### config.mk
export PLATFORM = sky130hd
export DESIGN_NAME = sa_tag_directory
export DESIGN_NICKNAME = d
export VERILOG_FILES = /design/src/rtl/sa_tag_pkg.sv /design/src/rtl/sa_set_map.sv /design/src/rtl/sa_tag_set.sv /design/src/rtl/sa_lookup_stats.sv /design/src/rtl/sa_tag_directory.sv
export SDC_FILE = /design/constraint.sdc
export NUM_CORES = 1
export LEC_CHECK = 0
export BUFFER_PORTS_ARGS = -buffer_cell sky130_fd_sc_hd__buf_2
export CORE_ASPECT_RATIO = 0.8
export CORE_MARGIN = 2
export CORE_UTILIZATION = 28
export CTS_BUF_LIST = sky130_fd_sc_hd__clkbuf_8
export DETAILED_ROUTE_END_ITERATION = 8
export PLACE_DENSITY_LB_ADDON = 0.3
export SYNTH_ARGS = -nofsm -noshare
export SYNTH_HDL_FRONTEND = slang
export SYNTH_HIERARCHICAL = 1
export SYNTH_SLANG_ARGS = --single-unit
export TNS_END_PERCENT = 20
### constraint.sdc
create_clock -name clk -period 2.6 [get_ports clk]
set_clock_uncertainty 0.05 [all_clocks]
set_input_delay 0.13 -clock clk [delete_from_list [all_inputs] [get_ports clk]]
set_output_delay 0.13 -clock clk [all_outputs]
set_load 0.1 [all_outputs]
### src/rtl/sa_tag_pkg.sv
package sa_tag_pkg;
  // What a set does with an accepted lookup
  typedef enum logic [1:0] {
    ACT_IDLE  = 2'd0,
    ACT_HIT   = 2'd1,
    ACT_FILL  = 2'd2,
    ACT_EVICT = 2'd3
  } set_act_e;
endpackage

### src/rtl/sa_set_map.sv
// Splits a block number into a set index and a tag.
// The tag keeps every bit of the block number except the index field.
module sa_set_map #(
  parameter int BLK_W   = 4,
  parameter int SET_LSB = 2,
  parameter int SET_W   = 1,
  localparam int TAG_W  = BLK_W - SET_W
) (
  input  logic [BLK_W-1:0] blk,
  output logic [SET_W-1:0] set_idx,
  output logic [TAG_W-1:0] tag
);
  assign set_idx = blk[SET_LSB +: SET_W];
  assign tag     = {blk[BLK_W-1:SET_LSB+SET_W], blk[SET_LSB-1:0]};
endmodule

### src/rtl/sa_tag_set.sv
// One set: way tags, valid bits and a FIFO replacement pointer.
module sa_tag_set
  import sa_tag_pkg::*;
#(
  parameter int WAYS  = 4,
  parameter int TAG_W = 3,
  localparam int PTR_W = $clog2(WAYS)
) (
  input  logic             clk,
  input  logic             rst,
  input  logic             lk_en,
  input  logic [TAG_W-1:0] lk_tag,
  output logic             hit
);
  logic [TAG_W-1:0] tag_mem [WAYS];
  logic [WAYS-1:0]  vld;
  logic [WAYS-1:0]  match;
  logic [PTR_W-1:0] ptr;
  logic [PTR_W-1:0] empty_idx;
  logic [PTR_W-1:0] wr_idx;
  logic             full;
  set_act_e         act;

  for (genvar w = 0; w < WAYS; w++) begin : g_cmp
    assign match[w] = vld[w] && (tag_mem[w] == lk_tag);
  end

  assign hit  = |match;
  assign full = &vld;

  // Lowest empty way: scan from the top so the lowest index is chosen last
  always_comb begin
    empty_idx = '0;
    for (int w = WAYS - 1; w >= 0; w--) begin
      if (!vld[w]) empty_idx = PTR_W'(w);
    end
  end

  always_comb begin
    if (!lk_en)     act = ACT_IDLE;
    else if (hit)   act = ACT_HIT;
    else if (!full) act = ACT_FILL;
    else            act = ACT_EVICT;
  end

  assign wr_idx = (act == ACT_FILL) ? empty_idx : ptr;

  always_ff @(posedge clk) begin
    if (rst) begin
      vld <= '0;
      ptr <= '0;
    end else begin
      case (act)
        ACT_FILL:  vld[empty_idx] <= 1'b1;
        ACT_EVICT: ptr <= (ptr == PTR_W'(WAYS - 1)) ? '0 : ptr + 1'b1;
        default: ;
      endcase
    end
  end

  // Tag array with no reset, so it can map onto distributed or block RAM
  always_ff @(posedge clk) begin
    if (act == ACT_FILL || act == ACT_EVICT) tag_mem[wr_idx] <= lk_tag;
  end
endmodule

### src/rtl/sa_lookup_stats.sv
// Registered response and the running access/hit counters.
module sa_lookup_stats #(
  parameter int CNT_W = 16
) (
  input  logic             clk,
  input  logic             rst,
  input  logic             accept,
  input  logic             hit,
  output logic             rsp_valid,
  output logic             rsp_hit,
  output logic [CNT_W-1:0] access_count,
  output logic [CNT_W-1:0] hit_count
);
  always_ff @(posedge clk) begin
    if (rst) begin
      rsp_valid    <= 1'b0;
      rsp_hit      <= 1'b0;
      access_count <= '0;
      hit_count    <= '0;
    end else begin
      rsp_valid <= accept;
      rsp_hit   <= accept && hit;
      if (accept) access_count <= access_count + 1'b1;
      if (accept && hit) hit_count <= hit_count + 1'b1;
    end
  end
endmodule

### src/rtl/sa_tag_directory.sv
module sa_tag_directory #(
  parameter int BLK_W   = 4,
  parameter int SET_LSB = 2,
  parameter int SET_W   = 1,
  parameter int WAYS    = 4,
  parameter int CNT_W   = 16,
  localparam int TAG_W  = BLK_W - SET_W,
  localparam int SETS   = 1 << SET_W
) (
  input  logic             clk,
  input  logic             rst,
  input  logic             lk_valid,
  output logic             lk_ready,
  input  logic [BLK_W-1:0] lk_block,
  output logic             rsp_valid,
  output logic             rsp_hit,
  output logic [CNT_W-1:0] access_count,
  output logic [CNT_W-1:0] hit_count
);
  logic             ready_q;
  logic             accept;
  logic [SET_W-1:0] set_idx;
  logic [TAG_W-1:0] tag;
  logic [SETS-1:0]  set_hit;

  always_ff @(posedge clk) ready_q <= !rst;

  assign lk_ready = ready_q;
  assign accept   = lk_valid && ready_q;

  sa_set_map #(.BLK_W(BLK_W), .SET_LSB(SET_LSB), .SET_W(SET_W)) u_map (
    .blk(lk_block), .set_idx(set_idx), .tag(tag)
  );

  for (genvar s = 0; s < SETS; s++) begin : g_set
    sa_tag_set #(.WAYS(WAYS), .TAG_W(TAG_W)) u_set (
      .clk(clk), .rst(rst),
      .lk_en(accept && (set_idx == SET_W'(s))),
      .lk_tag(tag),
      .hit(set_hit[s])
    );
  end

  sa_lookup_stats #(.CNT_W(CNT_W)) u_stats (
    .clk(clk), .rst(rst), .accept(accept), .hit(set_hit[set_idx]),
    .rsp_valid(rsp_valid), .rsp_hit(rsp_hit),
    .access_count(access_count), .hit_count(hit_count)
  );
endmodule

==> out/metrics.cfg <==
[clocking]
cts_buffer_depth = 2
insertion_delay_ns = 0.34
tritoncts = yes
post_cts_buffers = 0
htree_levels = 3
numCtsBuffers = 9
clk_pin_slew_ns = 0.07
cts_root_buffer = clkbuf_8
cts_hold_buf = 0
cts_resized = 0
clock_sinks = 71

[synthesis]
synth_top_area_share = 0.286
synthCells = 320
synth_cell_types = 44
synth.avg_cell_area_sq_um = 10.3
yosys.area.top_type = dfxtp_1
synth_ff_type = dfxtp_1
ys_async_sr_fraction = 0
synth_seq_cells = 71
synth-edff-count = 24
synthTopCellsByArea = dfxtp_1 29%, edfxtp_1 22%, xnor2_1 9.8%
synth_commonest_cells = 47 x dfxtp_1, 37 x xnor2_1, 29 x nor2_1, 25 x nand2_1, 24 x edfxtp_1
ys.warnings.count = 6
synth_nets = 331
yosysSeqAreaShare = 0.504
synthesis.area_sq_mm = 0.00329
synth.most_common_cell = dfxtp_1

[setup_path]
slowest_stage = or4_1
end_kind = flop
setup.worst_path.start_class = flop
cp.required_ns = 2.83
crit_chain = xnor2_1, nand4_1, nand2_1, or2_1, mux2_4, and4_1, nand3_1, or4_1, a21oi_1
cp_top_family = simple AND/OR/NAND/NOR gates
cp_max_fo = 7
arrival_ns = 2.58
critPathKind = reg2reg
critical_path_buf_inv_count = 0
slowest_delay_ns = 0.40

[global_routing]
grt_pass1_wl_mm = 11.2
grt_pass1_vias = 2284
antenna_found_initial = 0
grt.busiest_layer = met2
met2_usage = 0.166
grt_overflow = 0
grt_max_degree = 30
use_met1 = 0.142
grt_usage = 0.110
met3_usage = 0.0387

[detailed_routing]
routed_wl_mm = 6.65
via_count = 2361
drc_errors = 0
wl_per_cell_um = 13.0
drtAntennaViolNets = 0
drt_iter0_markers = 83
first_pass_iters = 4
vias_per_cell = 4.63

[timing]
fmax_mhz = 425
timing.final.crit_period_ns = 2.36
maxSlewHeadroom = 0.659
rsz0062_at_grt = false
drv_slew = 0
tns_ns = 0
hold_viol = 0
period_share = 0.906
tightest_slew_ns = 0.507
setup_viol = 0

[die]
dieHeight_um = 101
ioPinCount = 42
die_w_um = 125
rows = 35
die_area_sq_mm = 0.0127
fp.coreArea_sq_mm = 0.0115
start_util = 0.287

[worst_hold_path]
min_path_type = in2reg

[layout]
insertedDiodeCount = 0
syn_to_final_growth_pct = 14.7
drive_above_1_share = 0.202
nFillCells = 1199
regArea_sq_mm = 0.00166
nNetsFinal = 368
finalInstanceArea_sq_mm = 0.00378
multiInputGateArea_sq_mm = 0.00150

[placed_design]
placed_area_sq_mm = 0.00359
place.gp.congestion = 0.775
port_buffers = 41
place_hpwl_mm = 4.56

[outcome]
outcome = complete, no violations

[run]
cap_violations = 0

[power_and_ir_drop]
p_leak_nw = 1.38
irDropWorstVdd_v = 0.000211
power_density_mw_per_mm2 = 556

path summary, 6_finish.rpt:
kind                                                        startpoint                                 end  slack [ns]  cells after the start
worst max register to register  g_set[0].u_set/tag_mem[1][1]$_DFFE_PP_  u_stats/hit_count[15]$_SDFFE_PP0P_        0.24                      9
worst min-delay path                                               rst                    lk_ready$_DFF_P_        0.06                      2
worst min register to register       u_stats/hit_count[1]$_SDFFE_PP0P_   u_stats/hit_count[1]$_SDFFE_PP0P_        0.44                      2
worst max-delay path            g_set[0].u_set/tag_mem[1][1]$_DFFE_PP_  u_stats/hit_count[15]$_SDFFE_PP0P_        0.24                      9
worst register-to-register path, delay by kind of cell (launching register included):
kind            cells  cell delay, ns
mux                 1            0.18
simple gates        6            1.31
compound gates      1            0.15
xor+xnor            1            0.19
flops               1            0.39
per-layer routing:
layer	up-vias	share of wire
met2	35	0.44
met3	11	0.041
met1	1113	0.49
li1	1202	-
met5	-	0
met4	0	0.020
stage by stage:
stage	hold WS (ns)	worst slack (ns)	cells	power, mW	utilization
finish	0.0572	0.245	510	2.10	0.329
global route	0.0637	0.112	510	2.19	0.329
CTS	0.0467	0.245	510	2.13	0.329
detailed placement	0.421	0.192	494	1.30	0.313
global placement	0.414	0.270	494	1.30	0.313
floorplan	0.137	0.272	320	1.28	-
layout by cell type, fill, tap and decap left out, drive strengths merged, types with 2 or more instances in the layout:
master	count
edfxtp	24
and3	8
dfxtp	47
nor3	12
and2	3
xnor2	37
nand2	27
or2	2
a21oi	9
nand3	12
a32o	2
nand2b	2
o21ai	8
clkinv	2
a22o	4
nor2b	6
nor2	29
xor2	10
ha	4
or3	4
and4	5
mux2i	3
o31a	2
nand4	17
inv	10
clkbuf	12
buf	43
o21a	2
nor4	7
mux2	4
kinds of logic after synthesis:
family,Yosys count,share of synthesized area
compound gates,29,0.0573
xor+xnor,47,0.125
fa+ha+maj,4,0.0152
buf+inv,25,0.0414
flops,71,0.504
mux,7,0.0239
simple gates,137,0.233
where the power goes:
| group | internal, mW | switching (mW) |
|---|---|---|
| Clock | 0.419 | 0.407 |
| Combinational | 0.0321 | 0.0782 |
| Sequential | 1.15 | 0.00877 |
| Total | 1.61 | 0.494 |
final cells by class:
class,count,area share
tap,148,0.0490
clock buffer,12,0.0437
multi-input combinational,224,0.396
clock inverter,4,0.00530
sequential,71,0.440
inverter,8,0.00795
timing repair buffer,43,0.0583
flip-flops by register name, summed over array words and instances (netlist names):
register,cells
u_stats/rsp_valid,1
u_stats/access_count,16
g_set.u_set/vld,8
u_stats/rsp_hit,1
g_set.u_set/ptr,4
g_set.u_set/tag_mem,24
u_stats/hit_count,16
lk_ready,1
No activity file was read; power rests on OpenSTA's default activity.
